===== src/rtl/throttle_pkg.sv =====
package throttle_pkg;
  typedef struct packed {
    logic active;    // throttling state
    logic phaseClr;  // force phase to the period start
    logic phaseAdv;  // advance phase by one tick
  } strobe_t;
endpackage


===== src/rtl/throttle_ctrl.sv =====
module throttle_ctrl
  import throttle_pkg::*;
#(
  parameter int HYST_TICKS = 32,
  localparam int HY_W = $clog2(HYST_TICKS + 1)
) (
  input  logic    clk,
  input  logic    rst_n,
  input  logic    monEnable,
  input  logic    overTemp,
  input  logic    tickEn,
  input  logic    phaseLast,
  output strobe_t st
);
  logic hot;
  logic activeQ;
  logic exitNow;
  logic [HY_W-1:0] hystCnt;

  assign hot     = monEnable & overTemp;
  assign exitNow = activeQ & ~hot & (hystCnt == '0) & tickEn & phaseLast;

  always_ff @(posedge clk or negedge rst_n) begin
    if (!rst_n) begin
      activeQ <= 1'b0;
    end else if (!activeQ) begin
      activeQ <= hot;
    end else begin
      activeQ <= ~exitNow;
    end
  end

  always_ff @(posedge clk or negedge rst_n) begin
    if (!rst_n) begin
      hystCnt <= '0;
    end else if (hot) begin
      hystCnt <= HY_W'(HYST_TICKS);
    end else if (!activeQ) begin
      hystCnt <= '0;
    end else if (tickEn && hystCnt != '0) begin
      hystCnt <= hystCnt - 1'b1;
    end
  end

  always_comb begin
    st.active   = activeQ;
    st.phaseClr = ~activeQ | exitNow;
    st.phaseAdv = activeQ & tickEn;
  end

  // no entry without an enabled over-temperature condition
  p_no_entry_r1: assert property (@(posedge clk) disable iff (!rst_n)
    (!activeQ && !hot) |=> !activeQ);
  // a present condition keeps throttling on
  p_hold_hot_r4: assert property (@(posedge clk) disable iff (!rst_n)
    (activeQ && hot) |=> activeQ);
  // a running hysteresis count forbids exit
  p_hyst_block_r4: assert property (@(posedge clk) disable iff (!rst_n)
    (activeQ && hystCnt != '0) |=> activeQ);
endmodule


===== src/rtl/throttle_dpath.sv =====
module throttle_dpath
  import throttle_pkg::*;
#(
  parameter int PERIOD   = 16,
  parameter int ON_TICKS = 6,
  parameter int IRQ_W    = 4,
  localparam int PH_W = (PERIOD > 1) ? $clog2(PERIOD) : 1
) (
  input  logic             clk,
  input  logic             rst_n,
  input  strobe_t          st,
  input  logic [IRQ_W-1:0] irqIn,
  input  logic             snoopReq,
  output logic             phaseLast,
  output logic             gateEn,
  output logic [IRQ_W-1:0] irqOut,
  output logic             snoopAck
);
  logic [PH_W-1:0] phaseCnt;
  logic [IRQ_W-1:0] pending;

  assign phaseLast = (phaseCnt == PH_W'(PERIOD - 1));

  always_ff @(posedge clk or negedge rst_n) begin
    if (!rst_n) begin
      phaseCnt <= '0;
    end else if (st.phaseClr) begin
      phaseCnt <= '0;
    end else if (st.phaseAdv) begin
      phaseCnt <= phaseLast ? '0 : phaseCnt + 1'b1;
    end
  end

  assign gateEn = ~st.active | (32'(phaseCnt) < ON_TICKS);

  // one held request bit per interrupt line
  for (genvar i = 0; i < IRQ_W; i++) begin : g_irq
    always_ff @(posedge clk or negedge rst_n) begin
      if (!rst_n) begin
        pending[i] <= 1'b0;
      end else begin
        pending[i] <= (pending[i] & ~gateEn) | irqIn[i];
      end
    end
    assign irqOut[i] = pending[i] & gateEn;
  end

  always_ff @(posedge clk or negedge rst_n) begin
    if (!rst_n) begin
      snoopAck <= 1'b0;
    end else begin
      snoopAck <= snoopReq;
    end
  end

  // every throttle episode opens in the on phase
  p_start_on_r2: assert property (@(posedge clk) disable iff (!rst_n)
    $rose(st.active) |-> gateEn);
  // exit only right after the last tick of a period
  p_exit_boundary_r5: assert property (@(posedge clk) disable iff (!rst_n)
    $fell(st.active) |-> $past(phaseLast));
  // held bits survive an off cycle
  p_pend_kept_r6: assert property (@(posedge clk) disable iff (!rst_n)
    (!gateEn && pending != '0) |=> ((pending & $past(pending)) == $past(pending)));
  // snoops answered regardless of gate
  p_snoop_ack_r7: assert property (@(posedge clk) disable iff (!rst_n)
    snoopReq |=> snoopAck);
endmodule


===== src/rtl/therm_throttle.sv =====
module therm_throttle
  import throttle_pkg::*;
#(
  parameter int PERIOD     = 16,
  parameter int ON_TICKS   = 6,
  parameter int HYST_TICKS = 32,
  parameter int IRQ_W      = 4
) (
  input  logic             clk,
  input  logic             rst_n,
  input  logic             monEnable,
  input  logic             overTemp,
  input  logic             tickEn,
  input  logic [IRQ_W-1:0] irqIn,
  input  logic             snoopReq,
  output logic             gateEn,
  output logic             throttleActive,
  output logic [IRQ_W-1:0] irqOut,
  output logic             snoopAck
);
  strobe_t st;
  logic phaseLast;

  throttle_ctrl #(.HYST_TICKS(HYST_TICKS)) u_ctrl (
    .clk(clk), .rst_n(rst_n), .monEnable(monEnable), .overTemp(overTemp),
    .tickEn(tickEn), .phaseLast(phaseLast), .st(st)
  );

  throttle_dpath #(.PERIOD(PERIOD), .ON_TICKS(ON_TICKS), .IRQ_W(IRQ_W)) u_dpath (
    .clk(clk), .rst_n(rst_n), .st(st), .irqIn(irqIn), .snoopReq(snoopReq),
    .phaseLast(phaseLast), .gateEn(gateEn), .irqOut(irqOut), .snoopAck(snoopAck)
  );

  assign throttleActive = st.active;
endmodule


===== config.mk =====
export PLATFORM = sky130hd
export DESIGN_NAME = therm_throttle
export DESIGN_NICKNAME = d
export VERILOG_FILES = /design/src/rtl/throttle_pkg.sv /design/src/rtl/throttle_ctrl.sv /design/src/rtl/throttle_dpath.sv /design/src/rtl/therm_throttle.sv
export SDC_FILE = /design/constraint.sdc
export NUM_CORES = 1
export LEC_CHECK = 0
export CAP_MARGIN = 20
export CORE_MARGIN = 2
export CORE_UTILIZATION = 56
export CTS_BUF_LIST = sky130_fd_sc_hd__clkbuf_8
export DETAILED_ROUTE_END_ITERATION = 6
export GPL_TIMING_DRIVEN = 0
export PLACE_DENSITY = 0.86
export REMOVE_ABC_BUFFERS = 1
export SLEW_MARGIN = 20
export SYNTH_ARGS = -nofsm -noshare
export SYNTH_HDL_FRONTEND = slang
export SYNTH_HIERARCHICAL = 1
export SYNTH_SLANG_ARGS = --single-unit

===== constraint.sdc =====
create_clock -name clk -period 3.6 [get_ports clk]
set_clock_uncertainty 0.15 [all_clocks]
set_input_delay 0.54 -clock clk [delete_from_list [all_inputs] [get_ports clk]]
set_output_delay 0.54 -clock clk [all_outputs]
set_load 0.005 [all_outputs]

==> metrics.yaml, run 1 <==
grt:
  largest_net_degree_at_the_start_of_global_routing: 17
  first_global_vias: 663
  grt_antenna_before_repair: 0
  gr-total-overflow: 0
  first_pass_grt_wire_length_um: 2710
  groute.usage.overall_pct: 20.5
critical_path:
  critical_path.reg2reg.startpoint: "u_ctrl/hystCnt[0]"
  worst_setup_path_start: "u_dpath/phaseCnt[1]"
  path_delay_family: "buffers and inverters"
  worst_path_max_delay_cell: "clkdlybuf4s50_1"
  critical_path.n_buffers_inverters: 2
  critical_path_class: "reg -> out"
  endpoint: "irqOut[1]"
  crit-reg2reg-capture: "u_dpath/phaseCnt[2]"
  arrival_ns: 1.84
  critPathMaxStageDelay_ns: 0.49
  worst-r2r-cell-count: 6
  timing.critical_path.cells: "a21o_2 -> and2_4 -> inv_1 -> and2_1 -> clkdlybuf4s50_1"
  cp_data_required_time_ns: 2.91
  critical_path.startpoint_type: "flip-flop"
  slack_of_the_worst_reg_to_reg_path_ns: 1.50
  setup_crit_end_kind: "primary output"
  worst-path-max-fanout: 5
  worstSetupPathDepth: 5
synthesis:
  synth.top_cells.by_area: "dfrtp_1 48%, nand2_1 4.9%, a21o_1 4.5%"
  synth_compound_gate_area_share_pct: 17.8
  synth_simple_gate_area_share_pct: 22.9
  ys_ff_latch: 16
  synth_top_family_by_area: "simple AND/OR/NAND/NOR gates"
  post_synth_fa_ha_maj_area_fraction_pct: 4.46
  asyncSetResetFlopFracSynth_pct: 100
  synth-seq-area-share_pct: 47.5
  synthFlopType: "dfrtp_1"
  yosysMostFrequentCell: "dfrtp_1"
  avgSynthCellArea_um2: 10.3
  yosysWarnings: 6
  synth_mux_area_share_pct: 3.57
  yosys-top-cells-count: "16 x dfrtp_1, 11 x nand2_1, 5 x a21o_1, 5 x a21oi_1, 5 x and2_1"
  cells_after_synth: 82
  synthDominantCellAreaShare_pct: 47.5
  synth_edf_count: 0
  synth_cell_type_count: 32
  post-synth-top-area-cell: "dfrtp_1"
  synth_area_um2: 842
  synth-xor-area-share_pct: 1.04
power:
  post-layout-total-power_uw: 802
  p_per_area_nw_per_um2: 750
  p_leak_nw: 0.488
  vdd_drop_max_mv: 0.444
detailed_routing:
  dr_total_vias: 667
  postRouteAntennaNets: 0
  drt-wirelength-per-cell_um: 14.6
  drt_wl_total_um: 1700
  detailedRoute.firstIterationViolations: 21
  vias_per_cell: 5.75
  detail_route.first_pass.iterations: 4
  drcViolationCount: 0
worst_hold_path:
  worst_hold_path_type: "reg -> reg"
clock_tree:
  post-cts-setup-buffer-count: 0
  holdBufCountCts: 0
  htreeDepth: 1
  cts_tree: "done"
  cts_buffers: 3
  cts_sinks: 16
  clkLatencyLatePin_ns: 0.24
  max-clock-path-buffers: 2
  postCtsResizedCells: 0
  cts_root_buffer: "clkbuf_8"
  path_clk_slew_ns: 0.06
die:
  number_of_ports_placed_on_the_die_boundary: 17
  initial_utilization_pct: 62.4
  die_area_um2: 1830
  chipHeight_um: 42.8
  core_area_um2: 1350
  die_width_um: 42.8
  rows: 13
sta:
  hold_violations: 0
  final_min_period_over_clock_period_pct: 70.1
  final_hold_slack_ns: 0.319
  finalCriticalPeriod_ns: 2.53
  slew_headroom_pct: 52.5
  achievable_clock_frequency_mhz: 396
  max_slew_vio_count: 0
  worst_slew_pin_slew_ns: 0.710
  worst_slack_ns: 1.07
  timing.final.setup_violations: 0
  fin_setup_tns_ns: 0
  rsz0062_at_grt: "no"
run:
  drv.max_cap_violation_count: 0
final_layout:
  area.sequential_um2: 400
  drive_above_1_share_pct: 10.9
  areaGrowthSynthToFinish_pct: 26.9
  final.fill_count: 98
  fin_nets: 115
  antenna_cells_inserted: 0
  multi_input_gate_area_in_the_final_layout_um2: 419
place:
  gp_congestion: 0.763
  dp_hpwl_um: 1280
  dpl_worst_slack_ns: 1.35
  port_buffers: 16
status:
  run_status: "complete, no violations"
metrics by stage:
stage,utilization (%),cell area [um2],cells
6_report,79.1,1070,116
5_1_grt,79.1,1070,116
4_1_cts,79.1,1070,116
3_5_place_dp,75.1,1010,112
3_3_place_gp,75.1,1010,112
2_1_floorplan,-,835,81
cell families (layout without fill, tap and decap cells):
logic type      count (synthesis)  count (layout)
xor+xnor                        1               1
buf+inv                         5              24
mux                             3               3
compound gates                 21              21
fa+ha+maj                       3               3
flops                          16              16
simple gates                   33              33
state kept, by name (all words and copies together), names as in the netlist:
name              cells
u_ctrl/activeQ        1
u_ctrl/hystCnt        6
u_dpath/pending       4
u_dpath/phaseCnt      4
u_dpath/snoopAck      1
placed cells by master, fill, tap and decap left out, types with 2 or more instances in the layout:
master,netlist,routed
a21boi_0,2,2
clkdlybuf4s50_1,0,16
o21ai_0,3,3
clkbuf_8,0,4
ha_1,3,3
nor2_1,2,2
dfrtp_1,16,16
nand2b_1,2,2
and2_1,5,5
a21oi_1,5,5
a21o_1,5,5
mux2i_1,3,3
nor3b_1,2,2
nand2_1,11,11
inv_1,4,4
where the power goes:
group / total [mW] / internal (mW) / switching (mW)
Clock: 0.155 / 0.0968 / 0.0579
Combinational: 0.346 / 0.193 / 0.153
Sequential: 0.301 / 0.243 / 0.0583
cell type report:
type	instances	area share (%)
multi-input combinational	61	39.2
sequential	16	37.5
timing repair buffer	16	15.0
clock buffer	4	5.15
tap	15	1.76
inverter	4	1.41
worst min path at each step:
stage / slack, ns / from / end / depth (start not counted)
3_3_place_gp: 0.30 / u_dpath/pending[0] / u_dpath/pending[0] / 1
6_report: 0.32 / u_dpath/pending[2] / u_dpath/pending[2] / 1
2_1_floorplan: 0.09 / rst_n / u_ctrl/activeQ / 0
3_5_place_dp: 0.31 / u_dpath/pending[2] / u_dpath/pending[2] / 1
5_1_grt: 0.33 / u_dpath/pending[2] / u_dpath/pending[2] / 1
4_1_cts: 0.32 / u_dpath/pending[2] / u_dpath/pending[2] / 1
metal layers:
metal / global-route usage, % / part of all wire (%)
met2: 38.8 / 52
met1: 21.2 / 43
met4: 9.38 / 0.71
met5: 0 / 0
met3: 3.83 / 4.2
Power figures use the tool's default switching activity.
==> run 2: changes to the inputs <==
--- a/config.mk
+++ b/config.mk
@@ -7,11 +7,11 @@
 export LEC_CHECK = 0
 export CAP_MARGIN = 20
 export CORE_MARGIN = 2
-export CORE_UTILIZATION = 56
+export CORE_UTILIZATION = 47
 export CTS_BUF_LIST = sky130_fd_sc_hd__clkbuf_8
 export DETAILED_ROUTE_END_ITERATION = 6
 export GPL_TIMING_DRIVEN = 0
-export PLACE_DENSITY = 0.86
+export PLACE_DENSITY = 0.77
 export REMOVE_ABC_BUFFERS = 1
 export SLEW_MARGIN = 20
 export SYNTH_ARGS = -nofsm -noshare
==> constraint.sdc (replaced) <==
create_clock -name clk -period 2.05 [get_ports clk]
set_clock_uncertainty 0.15 [all_clocks]
set_input_delay 0.3075 -clock clk [delete_from_list [all_inputs] [get_ports clk]]
set_output_delay 0.3075 -clock clk [all_outputs]
set_load 0.005 [all_outputs]
==> run 2 against run 1 <==
- first-iteration DRC count is 29% lower
- critical path depth is 1 higher
- sequential share of layout area is 0.65 points lower
- sequential power is 70% higher
- highest routed layer unchanged
- die area is 17% higher
- total power is 71% higher
- largest power group unchanged
- worst setup slack worse by 0.96 ns
- register-to-register slack worse by 1.4 ns
==> metrics.yaml, run 2 (synthesis results as in run 1) <==
grt:
  busiest_layer: "met2"
  gr-total-overflow: 0
  groute.usage.overall_pct: 17.4
  gr-usage-met3_pct: 3.92
  grt_antenna_before_repair: 0
  largest_net_degree_at_the_start_of_global_routing: 17
  met1_usage_pct: 18.0
  groute.layer.met2.usage_pct: 31.7
  first_pass_grt_wire_length_um: 2590
  first_global_vias: 644
clock_tree:
  clkLatencyLatePin_ns: 0.24
  cts_root_buffer: "clkbuf_8"
  cts_sinks: 16
  htreeDepth: 1
  max-clock-path-buffers: 2
  path_clk_slew_ns: 0.06
  cts_tree: "done"
  holdBufCountCts: 0
  cts_buffers: 3
critical_path:
  worst_path_max_delay_cell: "dfrtp_1"
  critPathMaxStageDelay_ns: 0.41
  critical_path_class: "reg -> reg"
  worst-path-max-fanout: 5
  cp_data_required_time_ns: 2.01
  critical_path.startpoint_type: "flip-flop"
  timing.critical_path.cells: "inv_1 -> ha_1 -> nor2b_1 -> nand4_1 -> o21ai_1 -> nor2_1"
  arrival_ns: 1.90
  setup_crit_end_kind: "flip-flop"
power:
  p_leak_nw: 0.512
  vdd_drop_max_mv: 0.681
  p_per_area_nw_per_um2: 1260
final_layout:
  mostFrequentLayoutCell: "dfrtp_1"
  layout_common_cells: "16 x dfrtp_1, 11 x clkdlybuf4s50_1, 11 x nand2_1"
  biggestRegsByFlops: "u_ctrl/hystCnt: 6 flops, u_dpath/pending: 4 flops, u_dpath/phaseCnt: 4 flops"
  areaGrowthSynthToFinish_pct: 29.1
  largest_register_ffs: 6
  antenna_cells_inserted: 0
  drive_above_1_share_pct: 13.6
  fin_nets: 118
  max_flop_register: "u_ctrl/hystCnt"
sta:
  fin_setup_tns_ns: 0
  slew_headroom_pct: 51.7
  final_hold_slack_ns: 0.320
  achievable_clock_frequency_mhz: 517
  timing.final.setup_violations: 0
  max_slew_vio_count: 0
  worst_slew_pin_slew_ns: 0.722
  hold_violations: 0
  final_min_period_over_clock_period_pct: 94.4
  rsz0062_at_grt: "no"
  finalCriticalPeriod_ns: 1.93
place:
  port_buffers: 16
  gp_congestion: 0.695
  dp_hpwl_um: 1190
detailed_routing:
  drt-wirelength-per-cell_um: 13.3
  drt_wl_total_um: 1700
  drcViolationCount: 0
  vias_per_cell: 5.46
  detail_route.first_pass.iterations: 4
  detailedRoute.firstIterationViolations: 15
  postRouteAntennaNets: 0
  dr_total_vias: 699
status:
  run_status: "complete, no violations"
die:
  initial_utilization_pct: 49.3
  core_area_um2: 1710
  chipHeight_um: 46.3
  rows: 15
  die_area_um2: 2150
  number_of_ports_placed_on_the_die_boundary: 17
  die_width_um: 46.3
worst_hold_path:
  worst_hold_path_type: "reg -> reg"
run:
  drv.max_cap_violation_count: 0
## run 2: worst max-delay path, delay by kind of cell, from the launching register on
family                   cells  cell delay [ns]
adder cells (fa/ha/maj)      1             0.18
AND/OR/NAND/NOR              3             0.59
flip-flops                   1             0.41
AO/OA/AOI/OAI                1             0.36
buffers and inverters        1             0.11
## run 2: final timing paths
| kind | start | endpoint | slack, ns | depth (start not counted) |
|---|---|---|---|---|
| max | u_ctrl/hystCnt[0] | u_dpath/phaseCnt[2] | 0.12 | 6 |
| min | u_dpath/pending[0] | u_dpath/pending[0] | 0.32 | 1 |
| max reg2reg | u_ctrl/hystCnt[0] | u_dpath/phaseCnt[2] | 0.12 | 6 |
| min reg2reg | u_dpath/pending[0] | u_dpath/pending[0] | 0.32 | 1 |
| max in group asynchronous | rst_n | u_dpath/pending[1] | 0.95 | 1 |
| min in group asynchronous | rst_n | u_dpath/snoopAck | 0.35 | 1 |
## run 2: through the flow
| step | instance area (um2) | setup slack [ns] | std cells | total power, mW | util, % |
|---|---|---|---|---|---|
| 2_1_floorplan | 835 | 0.343 | 81 | 0.886 | - |
| 3_3_place_gp | 1030 | 0.0419 | 122 | 1.09 | 60.1 |
| 6_report | 1090 | 0.116 | 128 | 1.37 | 63.7 |
| 3_5_place_dp | 1030 | 0.0292 | 122 | 1.13 | 60.1 |
| 5_1_grt | 1090 | 0.0306 | 128 | 1.47 | 63.7 |
| 4_1_cts | 1080 | 0.0107 | 128 | 1.37 | 63.5 |
## run 2: per-layer routing
layer / up-vias / share of wire (%)
met4: 0 / 0.41
met1: 339 / 41
met2: 28 / 53
li1: 330 / -
met3: 2 / 5.5
met5: - / 0
## run 2: where the power goes
part	internal, mW	switching (mW)
logic	0.339	0.298
clock network	0.130	0.0940
registers	0.427	0.0855
total	0.895	0.478
## run 2: repair_timing
item	CTS	global route
endpoints found under the setup margin	5	5
buffers inserted	3	0
gates resized for setup	5	2
## run 2: final cells by class
class	count	area (um2)
fillers	153	621
multi-input cells	61	419
flip-flops and latches	16	400
repair buffers	19	180
clock buffers	3	41.3
well taps	25	31.3
inverters	4	15.0
